`src/rtl/utopia_rx_pkg.sv`:
```
package utopia_rx_pkg;

  localparam int CFG_W      = 8;
  localparam int BIT_BUS16  = 0;
  localparam int BIT_CELL52 = 3;
  localparam int BIT_MPHY   = 4;
  localparam int BIT_OCTET  = 5;
  localparam logic [CFG_W-1:0] CFG_MASK =
    CFG_W'((1 << BIT_BUS16) | (1 << BIT_CELL52) | (1 << BIT_MPHY) | (1 << BIT_OCTET));

  localparam int CELL_LONG  = 54;
  localparam int CELL_SHORT = 52;
  localparam int LEN_W      = 7;
  localparam int POS_W      = 6;
  localparam int DATA_W     = 16;
  localparam int BYTE_W     = DATA_W / 2;

  typedef struct packed {
    logic octet_hs;
    logic multi_phy;
    logic cell52;
    logic bus16;
  } rx_cfg_t;

  function automatic logic [LEN_W-1:0] cell_len(input logic cell52);
    return cell52 ? LEN_W'(CELL_SHORT) : LEN_W'(CELL_LONG);
  endfunction

  function automatic logic [POS_W-1:0] last_idx(input logic cell52, input logic bus16);
    logic [LEN_W-1:0] n;
    n = cell_len(cell52);
    if (bus16) n = n >> 1;
    return POS_W'(n - LEN_W'(1));
  endfunction

endpackage

```
`src/rtl/utopia_rx_cfg.sv`:
```
module utopia_rx_cfg
  import utopia_rx_pkg::*;
(
  input  logic             clk,
  input  logic             rst_n,
  input  logic             wr_en,
  input  logic [CFG_W-1:0] wr_data,
  output logic [CFG_W-1:0] rd_data,
  output rx_cfg_t          cfg
);

  rx_cfg_t cfg_q, cfg_d;

  always_comb begin
    cfg_d = cfg_q;
    if (wr_en) begin
      cfg_d.bus16     = wr_data[BIT_BUS16];
      cfg_d.cell52    = wr_data[BIT_CELL52];
      cfg_d.multi_phy = wr_data[BIT_MPHY];
      cfg_d.octet_hs  = wr_data[BIT_OCTET];
    end
  end

  always_ff @(posedge clk or negedge rst_n) begin
    if (!rst_n) cfg_q <= '0;
    else        cfg_q <= cfg_d;
  end

  always_comb begin
    rd_data             = '0;
    rd_data[BIT_BUS16]  = cfg_q.bus16;
    rd_data[BIT_CELL52] = cfg_q.cell52;
    rd_data[BIT_MPHY]   = cfg_q.multi_phy;
    rd_data[BIT_OCTET]  = cfg_q.octet_hs;
  end

  assign cfg = cfg_q;

  // a write is visible on the readback port in the next cycle
  p_cfg_readback_r2: assert property (@(posedge clk) disable iff (!rst_n)
    wr_en |=> rd_data == ($past(wr_data) & CFG_MASK));

endmodule

```
`src/rtl/utopia_rx_seq.sv`:
```
module utopia_rx_seq
  import utopia_rx_pkg::*;
#(
  parameter int LVL_W = 8
) (
  input  logic             clk,
  input  logic             rst_n,
  input  logic             bus16,
  input  logic             cell52,
  input  logic             xfer,
  input  logic [LVL_W-1:0] buf_level,
  output logic             load,
  output logic             out_valid,
  output logic [POS_W-1:0] pos,
  output logic             last_word
);

  logic             valid_q, valid_d;
  logic [POS_W-1:0] pos_q, pos_d;
  logic             can_load;

  assign last_word = (pos_q >= last_idx(cell52, bus16));
  assign can_load  = bus16 ? (buf_level >= LVL_W'(2)) : (buf_level != '0);
  assign load      = can_load && (!valid_q || xfer);

  always_comb begin
    valid_d = valid_q;
    pos_d   = pos_q;
    if (xfer) begin
      valid_d = 1'b0;
      pos_d   = last_word ? '0 : pos_q + POS_W'(1);
    end
    if (load) valid_d = 1'b1;
  end

  always_ff @(posedge clk or negedge rst_n) begin
    if (!rst_n) begin
      valid_q <= 1'b0;
      pos_q   <= '0;
    end else begin
      valid_q <= valid_d;
      pos_q   <= pos_d;
    end
  end

  assign out_valid = valid_q;
  assign pos       = pos_q;

endmodule

```
`src/rtl/utopia_rx_clav.sv`:
```
module utopia_rx_clav
  import utopia_rx_pkg::*;
#(
  parameter int LVL_W = 8
) (
  input  rx_cfg_t          cfg,
  input  logic             out_valid,
  input  logic [POS_W-1:0] pos,
  input  logic [LVL_W-1:0] buf_level,
  output logic             clav,
  output logic             octet_eff
);

  localparam int EXT_W = LVL_W + 1;

  logic [EXT_W-1:0] word_bytes;
  logic [EXT_W-1:0] need_bytes;
  logic [EXT_W-1:0] level_ext;
  logic             cell_ok;

  assign octet_eff  = cfg.octet_hs & ~cfg.multi_phy;
  assign word_bytes = cfg.bus16 ? EXT_W'(2) : EXT_W'(1);
  assign need_bytes = EXT_W'(cell_len(cfg.cell52)) - word_bytes;
  assign level_ext  = {1'b0, buf_level};

  assign cell_ok = out_valid && ((pos != '0) || (level_ext >= need_bytes));
  assign clav    = octet_eff ? out_valid : cell_ok;

endmodule

```
`src/rtl/utopia_rx_dreg.sv`:
```
module utopia_rx_dreg
  import utopia_rx_pkg::*;
(
  input  logic              clk,
  input  logic              rst_n,
  input  logic              load,
  input  logic              bus16,
  input  logic [DATA_W-1:0] buf_data,
  output logic [DATA_W-1:0] data
);

  logic [DATA_W-1:0] data_q, data_d;
  logic [DATA_W-1:0] fresh;

  assign fresh  = bus16 ? {buf_data[BYTE_W-1:0], buf_data[DATA_W-1:BYTE_W]}
                        : {{BYTE_W{1'b0}}, buf_data[BYTE_W-1:0]};
  assign data_d = load ? fresh : data_q;

  always_ff @(posedge clk or negedge rst_n) begin
    if (!rst_n) data_q <= '0;
    else        data_q <= data_d;
  end

  assign data = data_q;

endmodule

```
`src/rtl/utopia_rx_port.sv`:
```
module utopia_rx_port
  import utopia_rx_pkg::*;
#(
  parameter int LVL_W = 8
) (
  input  logic              clk,
  input  logic              rst_n,
  input  logic              cfg_we,
  input  logic [CFG_W-1:0]  cfg_wdata,
  output logic [CFG_W-1:0]  cfg_rdata,
  input  logic [LVL_W-1:0]  buf_level,
  input  logic [DATA_W-1:0] buf_data,
  output logic              buf_pop,
  output logic              buf_pop_two,
  output logic              rx_clav,
  input  logic              rx_enb_n,
  output logic              rx_soc,
  output logic [DATA_W-1:0] rx_data
);

  // reset: asserted at once, released through two flops
  logic rst_meta_q, rst_sync_q;

  always_ff @(posedge clk or negedge rst_n) begin
    if (!rst_n) begin
      rst_meta_q <= 1'b0;
      rst_sync_q <= 1'b0;
    end else begin
      rst_meta_q <= 1'b1;
      rst_sync_q <= rst_meta_q;
    end
  end

  rx_cfg_t          cfg;
  logic             load, out_valid, last_word, octet_eff, xfer;
  logic [POS_W-1:0] pos;

  utopia_rx_cfg u_cfg (
    .clk     (clk),
    .rst_n   (rst_sync_q),
    .wr_en   (cfg_we),
    .wr_data (cfg_wdata),
    .rd_data (cfg_rdata),
    .cfg     (cfg)
  );

  utopia_rx_seq #(.LVL_W(LVL_W)) u_seq (
    .clk       (clk),
    .rst_n     (rst_sync_q),
    .bus16     (cfg.bus16),
    .cell52    (cfg.cell52),
    .xfer      (xfer),
    .buf_level (buf_level),
    .load      (load),
    .out_valid (out_valid),
    .pos       (pos),
    .last_word (last_word)
  );

  utopia_rx_clav #(.LVL_W(LVL_W)) u_clav (
    .cfg       (cfg),
    .out_valid (out_valid),
    .pos       (pos),
    .buf_level (buf_level),
    .clav      (rx_clav),
    .octet_eff (octet_eff)
  );

  utopia_rx_dreg u_dreg (
    .clk      (clk),
    .rst_n    (rst_sync_q),
    .load     (load),
    .bus16    (cfg.bus16),
    .buf_data (buf_data),
    .data     (rx_data)
  );

  assign xfer        = !rx_enb_n && rx_clav;
  assign rx_soc      = out_valid && (pos == '0);
  assign buf_pop     = load;
  assign buf_pop_two = load && cfg.bus16;

  // an idle reader sees a frozen bus and marker
  p_hold_bus_r9: assert property (@(posedge clk) disable iff (!rst_sync_q)
    (rx_enb_n && rx_clav && !cfg_we) |=> ($stable(rx_data) && $stable(rx_soc)));

  // cell-level mode keeps the flag up inside a started cell
  p_cell_mid_r6: assert property (@(posedge clk) disable iff (!rst_sync_q)
    (!octet_eff && xfer && !last_word && !cfg_we) |=> rx_clav);

  // after any word but the last, the next word is not word 0
  p_soc_only_first_r4: assert property (@(posedge clk) disable iff (!rst_sync_q)
    (xfer && !last_word) |=> !rx_soc);

  // a pop never asks for more bytes than the buffer holds
  p_no_underflow_r10: assert property (@(posedge clk) disable iff (!rst_sync_q)
    buf_pop |-> (buf_level >= (buf_pop_two ? LVL_W'(2) : LVL_W'(1))));

endmodule

```
`config.mk`:
```
export PLATFORM = sky130hd
export DESIGN_NAME = utopia_rx_port
export DESIGN_NICKNAME = d
export VERILOG_FILES = /design/src/rtl/utopia_rx_pkg.sv /design/src/rtl/utopia_rx_cfg.sv /design/src/rtl/utopia_rx_seq.sv /design/src/rtl/utopia_rx_clav.sv /design/src/rtl/utopia_rx_dreg.sv /design/src/rtl/utopia_rx_port.sv
export SDC_FILE = /design/constraint.sdc
export NUM_CORES = 1
export LEC_CHECK = 0
export BUFFER_PORTS_ARGS = -buffer_cell sky130_fd_sc_hd__buf_2
export CAP_MARGIN = 10
export CORE_UTILIZATION = 53
export DETAILED_ROUTE_END_ITERATION = 12
export PLACE_DENSITY = 0.85
export SYNTH_ARGS = -nofsm -noshare
export SYNTH_HDL_FRONTEND = slang
export SYNTH_SLANG_ARGS = --single-unit
export TNS_END_PERCENT = 20
```
`constraint.sdc`:
```
create_clock -name clk -period 9.76 [get_ports clk]
set_input_delay 2.928 -clock clk [delete_from_list [all_inputs] [get_ports clk]]
set_output_delay 2.928 -clock clk [all_outputs]
set_load 0.02 [all_outputs]
```
== Word level (Yosys, flattened, before mapping) ==
Index checks and enable logic that the tools add are counted.

* Bits in registers: 29
* Output and inout bits: 28

* $lt $le $gt $ge: 3
* Muxes and demuxes: 9
* Reductions and logical operators: 13
* Bitwise gates (word level): 2
* $add $sub $neg: 3

{| class="wikitable"
|+ Operators with widths
! kind !! number
|-
| $mux 16 || 1
|-
| $mux 6 || 2
|-
| $ge 8x9->1 || 1
|-
| $sub 7x9->9 || 1
|-
| $ge 8x2->1 const B || 1
|-
| $reduce_bool 8->1 || 1
|-
| $add 6x1->6 const B || 1
|-
| $ge 6x6->1 || 1
|-
| $logic_not 6->1 || 1
|-
| $reduce_bool 6->1 || 1
|-
| $sub 6x1->6 const B || 1
|-
| $logic_and 1x1->1 || 5
|-
| $mux 1 || 4
|-
| $mux 2 || 2
|-
| $logic_not 1->1 || 2
|-
| $logic_or 1x1->1 || 2
|-
| $reduce_bool 2->1 || 1
|-
| $and 1x1->1 || 1
|-
| $not 1->1 || 1
|}

== Depth between registers and ports, before layout ==
Gate-level depths: netlist of run 1.

* Word-level depth: 10
* Gate-level depth with buffers: 13
* Gate-level depth less buffers: 9

== By module ==
From an unflattened synthesis of run 1, not the netlist that was laid out.

* Cell total of the unflattened synthesis: 168
* Area total of the unflattened synthesis: 1690.4 um^2

{| class="wikitable"
|+ By module, submodules not included
! module !! times used !! area each (um^2) !! cells each
|-
| utopia_rx_dreg || 1 || 706.9 || 69
|-
| utopia_rx_seq || 1 || 539.3 || 56
|-
| utopia_rx_cfg || 1 || 209.0 || 17
|-
| utopia_rx_clav || 1 || 146.4 || 19
|-
| utopia_rx_port || 1 || 88.8 || 7
|}

== Worst setup path before layout of run 1 ==
No wires, ideal clock.

* Path kind: input-to-output
* Start: input buf_level[2]
* End: output buf_pop
* Required time: 6832 ps
* Arrival: 4469 ps
* Stages: 8
* Slack: 2363 ps
* Path through: ha_1 > a211oi_2 > o21ai_2 > a311oi_4 > o22a_1 > buf_6 > buf_12 > inv_1

* Word-level cells in the longest chain between the ends: 7
* Elaborated cells between the ends (all ways): 10
* Those cells by class: order compare: 2; mux: 2; reduce/logical: 6

{| class="wikitable"
|+ RTL lines
! item !! RTL line !! text
|-
| start, declared || utopia_rx_port.sv:11 || <nowiki>input logic [LVL_W-1:0] buf_level,</nowiki>
|-
| $ge 8x9->1 || utopia_rx_clav.sv:26 || <nowiki>assign cell_ok = out_valid && ((pos != '0) || (level_ext >= need_bytes));</nowiki>
|-
| $logic_or 1x1->1 || utopia_rx_clav.sv:26 ||
|-
| $logic_and 1x1->1 || utopia_rx_clav.sv:26 ||
|-
| $mux 1 || utopia_rx_clav.sv:27 || <nowiki>assign clav = octet_eff ? out_valid : cell_ok;</nowiki>
|-
| $logic_and 1x1->1 || utopia_rx_port.sv:78 || <nowiki>assign xfer = !rx_enb_n && rx_clav;</nowiki>
|-
| $logic_or 1x1->1 || utopia_rx_seq.sv:24 || <nowiki>assign load = can_load && (!valid_q || xfer);</nowiki>
|-
| $logic_and 1x1->1 * || utopia_rx_seq.sv:24 ||
|-
| end, declared || utopia_rx_port.sv:13 || <nowiki>output logic buf_pop,</nowiki>
|}

Every way passes the cells marked *; elsewhere a longest branch is shown, timed or not.

== Worst setup path after layout of run 1 ==
Ends and elaborated chain as after synthesis.

==> metrics, run 1 <==
fillcell total 267; status finished clean; largest net degree at the start of global routing 28; Layout area overhead 19.57%; FF+latch count, synth 29; Synth Instances 162; nets 266; vias in the first global route 1,261; Post-Synth Adder-Cell Area 8.798%; overflow left after global routing 0; Global Route Usage Sum 21.58%; Switching Share 35.24%; Core Util, Final 66.84%; initial antenna violation count 0; H-tree depth 2; complex-gate fraction of the synthesized area 11.44%; ratio of final minimum period to clock period 82.93%; router iterations before antenna repair 4; Pleak 1.063 nW; cts hold-fix bufs 0; via density per instance 4.954; XOR/XNOR Fraction of Synth Area 0.5132%; CP Max Fanout 12; Net Switching 0.0001312 W; CTS buffer count 5; Seq pwr share 44.3%; Clock Power Share 21.9%; cell internal pwr 0.0002411 W; worst rel slew slack 31.66%; Worst Tran Pin Value 1.025 ns; DR vias 1,303; clock slew seen by the registers of the worst setup and hold paths 0.09 ns; share of synthesized area spent on multiplexers 16.57%; drt drc 0; final setup violation count 0; Cell Rows 20; fin. max-slew vios 0; gpl congestion 0.8120; CTS tree yes; Final ANT Viol Nets 0; Starting Density 55.90%; RSZ-0062 raised after global routing no; Die Y 58.75 um; ys flop type dfrtp_1; Die ar. 3451 um2; Crit. End Element primary output; DR WL/cell 12.57 um; DIE WIDTH 58.75 um; antenna cells 0; Critical Path RT 6.83 ns; crit path DAT 5.17 ns; final hold vios 0; ys async rst share 100.0%; clk sink count 29; Power Dens Cells 182.4 nW/um2; clock latency on the worst-skew pair 0.32 ns; post-synthesis simple-gate area fraction 10.34%; EDFF count, synth 0; largest family of logic cells by synthesized area multiplexers; final wirelength 3305 um; Detailed Place HPWL 2617 um; clk_skew 0.004246 ns; post-route setup TNS 0 ns; CTS resizes 0; CORE AREA 3053 um2; cell area after synthesis 1707 um2; MaxCap Viol Count 0; CTS root buffer clkbuf_4; worst min-delay path class flop to flop; Cell variety after synth 36; Combinational Power Share 33.8%; Initial DRC Count 34; Port Buf Inserts 55; sequential share of the synthesized area 42.52%; IO Count 64; Max Fclk 123.6 MHz; share of layout cells above drive strength 1 41.10%; CP startpoint kind input pin; Post-CTS Setup Inserts 0; peak supply drop 106.8 uV; syn_area_per_cell 10.53 um2; clock tree buffer depth 2; Ys Warns 0; crit path kind input pin to primary output; first-pass GRT wire length 5492 um; Final min period 8.094 ns
==> power by group through the flow <==
| stage | sequential (W) | clock (W) | combinational (W) |
|---|---|---|---|
| after global routing | 0.000169 | 0.0000890 | 0.000139 |
| after detailed placement | 0.000167 | 0 | 0.000126 |
| after floorplan | 0.000174 | 0 | 0.0000842 |
| final | 0.000165 | 0.0000817 | 0.000126 |
| after global placement | 0.000166 | 0 | 0.000123 |
| after CTS | 0.000165 | 0.0000839 | 0.000127 |
==> cell families (layout without fill, tap and decap cells) <==
group                      count (synthesis)  in the layout
DFF                                       29             29
adders and majority gates                 12             12
xor gates and xnor gates                   1              1
buffers and inverters                     30             84
AOI/OAI and AO/OA                         23             23
and+or+nand+nor                           39             39
muxes                                     26             26
other                                      2              5
==> flip-flops by register name, indices dropped and copies added (netlist names) <==
register	count
u_dreg.data	16
u_seq.pos	6
u_cfg.cfg	4
rst_meta_q	1
rst_sync_q	1
u_seq.out_valid	1
==> path summary, 6_finish.rpt <==
path / cells after the start / startpoint / to / slack (ns)
worst max-delay path: 9 / buf_level[2] / buf_pop / 1.67
min in group asynchronous: 0 / rst_sync_q / u_dreg.data[5] / 0.43
max in group asynchronous: 1 / rst_n / rst_sync_q / 7.29
worst max register to register: 10 / u_cfg.cfg[0] / u_dreg.data[6] / 5.74
worst min-delay path: 0 / rst_meta_q / rst_sync_q / 0.37
worst min register to register: 0 / rst_meta_q / rst_sync_q / 0.37
==> layout make-up <==
| class | instances | area, um2 | area share, % |
|---|---|---|---|
| multi-input cells | 106 | 832.0 | 40.77 |
| flip-flops and latches | 29 | 725.7 | 35.56 |
| repair buffers | 56 | 282.8 | 13.86 |
| inverters | 20 | 75.07 | 3.679 |
| clock buffers | 7 | 65.06 | 3.188 |
| well taps | 44 | 55.05 | 2.698 |
| clock inverters | 1 | 5.005 | 0.2452 |
==> layout by cell type, fill, tap and decap left out, drive strengths merged, types with 5 or more instances in the layout <==
cell type  netlist  final
nor2            10     10
dfrtp           29     29
clkbuf           0      7
mux2i            8      8
conb             2      5
mux2            18     18
inv             20     20
o21ai            9      9
buf             10     56
ha              12     12
nand2           16     16
==> per-layer routing <==
metal / GRT usage (%) / vias to the layer above / share of wire, % / wire (um)
li1: - / 653 / - / -
met1: 26.61 / 607 / 44 / 1441
met2: 36.04 / 37 / 50 / 1663
met3: 5.275 / 6 / 4.5 / 149
met4: 9.184 / 0 / 1.5 / 49
met5: 0 / - / 0 / 0
==> per-stage QoR <==
step	hold slack, ns	instance area [um2]	setup slack (ns)	instances	power (W)
after global placement	0.3387	1971	1.704	255	0.0002890
after floorplan	0.3312	1718	2.363	165	0.0002584
final	0.3705	2041	1.666	263	0.0003723
after detailed placement	0.3516	1971	1.665	255	0.0002934
after CTS	0.3722	2041	1.661	263	0.0003755
after global routing	0.3906	2041	1.517	263	0.0003972
==> synthesized netlist by cell type (2+ instances only) <==
| master | count | area [um2] |
|---|---|---|
| a211o_2 | 2 | 20.02 |
| nand2_1 | 16 | 60.06 |
| nor2b_1 | 2 | 12.51 |
| a22o_1 | 3 | 26.28 |
| or2_2 | 2 | 12.51 |
| o21ai_0 | 8 | 40.04 |
| nand3_1 | 2 | 10.01 |
| ha_1 | 12 | 150.1 |
| nor2_1 | 10 | 37.54 |
| nor3_1 | 2 | 10.01 |
| mux2_2 | 18 | 202.7 |
| mux2i_1 | 8 | 80.08 |
| buf_4 | 6 | 45.04 |
| dfrtp_1 | 29 | 725.7 |
| conb_1 | 2 | 7.510 |
| inv_1 | 20 | 75.07 |
==> worst max-delay path, cell delays in order <==
cell and delay, ns:
buf_2 0.10, ha_1 0.31, a211oi_2 0.20, o21ai_2 0.10
a311oi_4 0.47, o22a_1 0.57, buf_4 0.28, inv_1 0.05
buf_2 0.15
Note: power is estimated with default switching activity, not from simulation.
==> inputs of run 2 (changes only) <==
--- a/config.mk
+++ b/config.mk
@@ -7,9 +7,9 @@
 export LEC_CHECK = 0
 export BUFFER_PORTS_ARGS = -buffer_cell sky130_fd_sc_hd__buf_2
 export CAP_MARGIN = 10
-export CORE_UTILIZATION = 53
+export CORE_UTILIZATION = 49
 export DETAILED_ROUTE_END_ITERATION = 12
-export PLACE_DENSITY = 0.85
+export PLACE_DENSITY = 0.8
 export SYNTH_ARGS = -nofsm -noshare
 export SYNTH_HDL_FRONTEND = slang
 export SYNTH_SLANG_ARGS = --single-unit
==> constraint.sdc (replaced) <==
create_clock -name clk -period 8.35 [get_ports clk]
set_input_delay 2.505 -clock clk [delete_from_list [all_inputs] [get_ports clk]]
set_output_delay 2.505 -clock clk [all_outputs]
set_load 0.02 [all_outputs]
==> metrics, run 2 (synthesis gave the netlist of run 1 again) <==
CTS buffer count 5; worst min-delay path class flop to asynchronous set/reset pin; antenna cells 0; CTS root buffer clkbuf_4; Detailed Place HPWL 2569 um; Layout area overhead 20.45%; Max Fclk 142.7 MHz; most used cell, CP buf_2; Power Dens Cells 208.7 nW/um2; MaxCap Viol Count 0; clock slew seen by the registers of the worst setup and hold paths 0.10 ns; worst rel slew slack 49.80%; CP max stage cell a311oi_4; Largest register FFs 16; DR WL/cell 12.50 um; pre-CTS setup slack 1.370 ns; total power 0.0004290 W; RR Startpoint u_cfg.cfg[0]; CORE AREA 3337 um2; fin area 2056 um2; IO Count 64; post-route setup slack 1.343 ns; final hold vios 0; CTS tree yes; CP Launch Point buf_level[2]; Port Buf Inserts 55; Pleak 1.066 nW; first-pass GRT wire length 5423 um; DR vias 1,311; final wirelength 3325 um; Final ANT Viol Nets 0; clock latency on the worst-skew pair 0.34 ns; H-tree depth 2; via density per instance 4.929; vias in the first global route 1,152; peak supply drop 129.4 uV; Die ar. 3723 um2; drt drc 0; initial antenna violation count 0; overflow left after global routing 0; clk_skew 0.009773 ns; Die Y 61.02 um; router iterations before antenna repair 6; slowest cell delay on critical path 0.50 ns; CP Cell Sequence buf_2 -> ha_1 -> a211oi_2 -> o21ai_2 -> a311oi_4 -> o22a_1 -> nor2_1 -> buf_2; share of layout cells above drive strength 1 41.36%; gpl congestion 0.7960; CTS resizes 0; crit path DAT 4.50 ns; Cell Rows 21; Post-CTS Setup Inserts 0; CP startpoint kind input pin; final setup violation count 0; Global Route Usage Sum 20.68%; CP Max Fanout 9; nets 267; fin. max-slew vios 0; Area after DPL 1973 um2; DIE WIDTH 61.02 um; most frequent cells in the layout buf_2, dfrtp_1, inv_1; largest net degree at the start of global routing 28; Hold Slack 0.1314 ns; ratio of final minimum period to clock period 83.92%; Starting Density 51.14%; status finished clean; Crit. End Element primary output; most common cell after layout, fill and taps aside buf_2; Final min period 7.007 ns; crit path kind input pin to primary output; RSZ-0062 raised after global routing no; cts hold-fix bufs 0; clock tree buffer depth 2; clk sink count 29; post-route setup TNS 0 ns; Initial DRC Count 25; Worst Tran Pin Value 0.7530 ns; Critical Path RT 5.85 ns
run 2: critical path, delay by kind of cell:
kind | cells | cell delay [ns]
compound gates | 4 | 1.33
fa+ha+maj | 1 | 0.31
simple gates | 1 | 0.07
buf+inv | 2 | 0.29
run 2: area by class of cell:
| class | count | area [um2] |
|---|---|---|
| Inverter | 20 | 75.07 |
| Clock inverter | 3 | 17.52 |
| Multi-Input combinational cell | 106 | 832.0 |
| Fill cell | 299 | 1281 |
| Timing Repair Buffer | 57 | 310.3 |
| Tap cell | 46 | 57.56 |
| Clock buffer | 5 | 37.54 |
| Sequential cell | 29 | 725.7 |
run 2: worst paths after layout:
path / to / slack [ns] / depth (start not counted)
worst max-delay path: buf_pop_two / 1.34 / 8
worst min-delay path: u_seq.pos[4] / 0.13 / 0
worst max register to register: u_dreg.data[1] / 4.38 / 10
worst min register to register: u_seq.pos[4] / 0.13 / 0
max in group asynchronous: rst_sync_q / 6.33 / 1
min in group clk: rst_sync_q / 0.36 / 0
run 2: metal layers:
layer  part of all wire (%)  global-route usage, %  vias to the layer above
met5                      0                      0                        -
met3                    3.8                  4.832                       10
met2                     48                  30.61                       32
met4                    2.9                  12.34                        0
li1                       -                      -                      657
met1                     45                  27.73                      612
run 2: power breakdown:
group          leakage [nW]  internal, W  switching [W]
logic                 0.680    0.0000700      0.0000828
clock network        0.0310    0.0000316      0.0000531
registers             0.355     0.000165      0.0000264
total                  1.07     0.000267       0.000162
run 2: stage by stage:
| step | cells | util, % |
|---|---|---|
| 2_1_floorplan | 165 | - |
| 3_3_place_gp | 257 | 59.13 |
| 3_5_place_dp | 257 | 59.13 |
| 4_1_cts | 265 | 60.78 |
| 5_1_grt | 266 | 61.60 |
| 6_report | 266 | 61.60 |
==> inputs of run 3 (changes only) <==
--- a/config.mk
+++ b/config.mk
@@ -5,11 +5,12 @@
 export SDC_FILE = /design/constraint.sdc
 export NUM_CORES = 1
 export LEC_CHECK = 0
+export ABC_AREA = 1
 export BUFFER_PORTS_ARGS = -buffer_cell sky130_fd_sc_hd__buf_2
 export CAP_MARGIN = 10
-export CORE_UTILIZATION = 49
+export CORE_UTILIZATION = 45
 export DETAILED_ROUTE_END_ITERATION = 12
-export PLACE_DENSITY = 0.8
+export PLACE_DENSITY = 0.76
 export SYNTH_ARGS = -nofsm -noshare
 export SYNTH_HDL_FRONTEND = slang
 export SYNTH_SLANG_ARGS = --single-unit
==> constraint.sdc (replaced) <==
create_clock -name clk -period 5.8 [get_ports clk]
set_input_delay 1.74 -clock clk [delete_from_list [all_inputs] [get_ports clk]]
set_output_delay 1.74 -clock clk [all_outputs]
set_load 0.02 [all_outputs]
==> metrics, run 3 <==
status finished clean; crit path kind input pin to primary output; routed wl met2 1667 um; MaxCap Viol Count 0; Detailed Place HPWL 2773 um; DIE WIDTH 66.37 um; H-tree depth 2; vias in the first global route 1,392; top-count cell post-synth nand2_1; sequential share of the synthesized area 38.93%; clock tree buffer depth 2; CP startpoint kind input pin; slowest cell delay on critical path 0.29 ns; top cells by area, synth dfrtp_1, nand2_1, ha_1, inv_1, nand2_2; met3 routed WL 170 um; peak supply drop 203.6 uV; most used cell, CP nand2_1; Pleak 1.355 nW; share of synthesized area spent on multiplexers 0.6040%; drt drc 0; top cell type's share of synthesized area 38.93%; worst min-delay path class flop to asynchronous set/reset pin; Post-synth top cells nand2_1, inv_1, dfrtp_1; multi-input logic area 947.2 um2; CP Max Fanout 19; FF+latch area 725.7 um2; complex-gate fraction of the synthesized area 4.966%; clk sink count 29; Global Route Usage Sum 19.24%; initial antenna violation count 0; CP max stage cell ha_1; final setup violation count 0; crit path DAT 3.24 ns; Finished Layout Cells 343; M1 WL 1838 um; CTS buffer count 5; Final min period 4.980 ns; CP Cell Sequence buf_2 -> ha_1 -> nand2_1 -> inv_1 -> nand2_1 -> nand2_1 -> nand2_1 -> nand2_2 -> nand3_4 -> nand2_8 -> nand2_8 -> nor2_2 -> buf_2; post-synth top area cell dfrtp_1; Post-Synth Adder-Cell Area 8.054%; cell area after synthesis 1864 um2; CORE AREA 4000 um2; Area after DPL 2138 um2; Cell Rows 23; syn_area_per_cell 7.900 um2; Ys Warns 0; CTS tree yes; Worst Tran Pin Value 0.5947 ns; gpl congestion 0.8225; CTS resizes 0; DR WL/cell 10.93 um; total power 0.0009927 W; cts hold-fix bufs 0; CTS root buffer clkbuf_8; IO Count 64; overflow left after global routing 0; fin. max-slew vios 0; most frequent cells in the layout nand2_1, buf_2, inv_1; Core Util, Final 57.05%; post-synthesis simple-gate area fraction 33.83%; FF+latch count, synth 29; Crit. End Element primary output; Largest register FFs 16; final wirelength 3748 um; most common cell after layout, fill and taps aside nand2_1; CP top delay family simple AND/OR/NAND/NOR gates; fillcell total 386; share of layout cells above drive strength 1 31.06%; EDFF count, synth 0; ratio of final minimum period to clock period 85.87%; Layout area overhead 22.42%; CP Buf/Inv Count 3; Initial DRC Count 59; Port Buf Inserts 55; Final ANT Viol Nets 0; antenna cells 0; RSZ-0062 raised after global routing no; DR vias 1,587; post-route setup TNS 0 ns; Die ar. 4404 um2; highest metal used met4; largest family of logic cells by synthesized area simple AND/OR/NAND/NOR gates; first-pass GRT wire length 6223 um; largest net degree at the start of global routing 28; Synth Instances 236; worst rel slew slack 60.34%; final hold vios 0; Starting Density 46.61%; Power Dens Cells 435.0 nW/um2; Critical Path RT 4.06 ns; fin area 2282 um2; Post-CTS Setup Inserts 0; XOR/XNOR Fraction of Synth Area 2.349%; Die Y 66.37 um; clk_skew 0.009389 ns; Max Fclk 200.8 MHz; clock latency on the worst-skew pair 0.29 ns; dpl cells 334; ys async rst share 100.0%; ys flop type dfrtp_1; via density per instance 4.627; nets 340; clock slew seen by the registers of the worst setup and hold paths 0.07 ns; Cell variety after synth 27; router iterations before antenna repair 4
[run 3: final timing paths]
| check | startpoint | endpoint | cells after the start | slack (ns) |
|---|---|---|---|---|
| hold / removal | rst_sync_q | u_cfg.cfg[0] | 0 | 0.14 |
| hold reg to reg | rst_sync_q | u_cfg.cfg[0] | 0 | 0.14 |
| max in group asynchronous | rst_n | rst_sync_q | 1 | 4.48 |
| setup / recovery | buf_level[2] | buf_pop_two | 13 | 0.82 |
| min in group clk | rst_meta_q | rst_sync_q | 0 | 0.36 |
| setup reg to reg | u_cfg.cfg[0] | u_dreg.data[7] | 16 | 3.33 |
[run 3: layout make-up]
cell class | count | area share, %
clock buffer | 7 | 3.783
timing repair buffer | 58 | 13.93
sequential | 29 | 31.80
tap | 50 | 2.741
inverter | 30 | 4.934
multi-input combinational | 168 | 41.50
clock inverter | 1 | 1.316
[run 3: cells by family after synthesis]
kind of cell               Yosys count
muxes                                1
xor gates and xnor gates             5
buffers and inverters               42
adders and majority gates           12
other                                2
AOI/OAI and AO/OA                   13
and+or+nand+nor                    132
DFF                                 29
[run 3: worst reg2reg max path, cell delays in order, from the launching register on]
cell and delay, ns:
dfrtp_1 0.33, buf_4 0.25, inv_1 0.09, ha_1 0.31, xnor2_1 0.14, ha_1 0.28, nand2_1 0.04, inv_1 0.05
nand2_1 0.04, nand2_1 0.06, nand2_1 0.05, nand2_2 0.10, nand3_4 0.15, nand2_8 0.18, nand2_8 0.14, nand2_1 0.11
nand2_1 0.05
[run 3: power breakdown]
group          switching (W)  internal [W]  leakage [nW]
Sequential         0.0000579      0.000272         0.364
Clock              0.0000783      0.000140        0.0585
Combinational       0.000287      0.000158         0.933
[run 3: per-stage QoR]
step	hold WS, ns	worst slack, ns
floorplan	0.3312	1.031
global placement	0.3359	0.8330
detailed placement	0.3379	0.8188
CTS	0.3583	0.8103
global route	0.1679	0.6777
finish	0.1434	0.8195
[run 3: metal layers]
metal,GRT usage (%),vias up
li1,-,840
met1,24.23,697
met2,29.72,44
met3,6.207,6
met4,8.777,0
met5,0,-
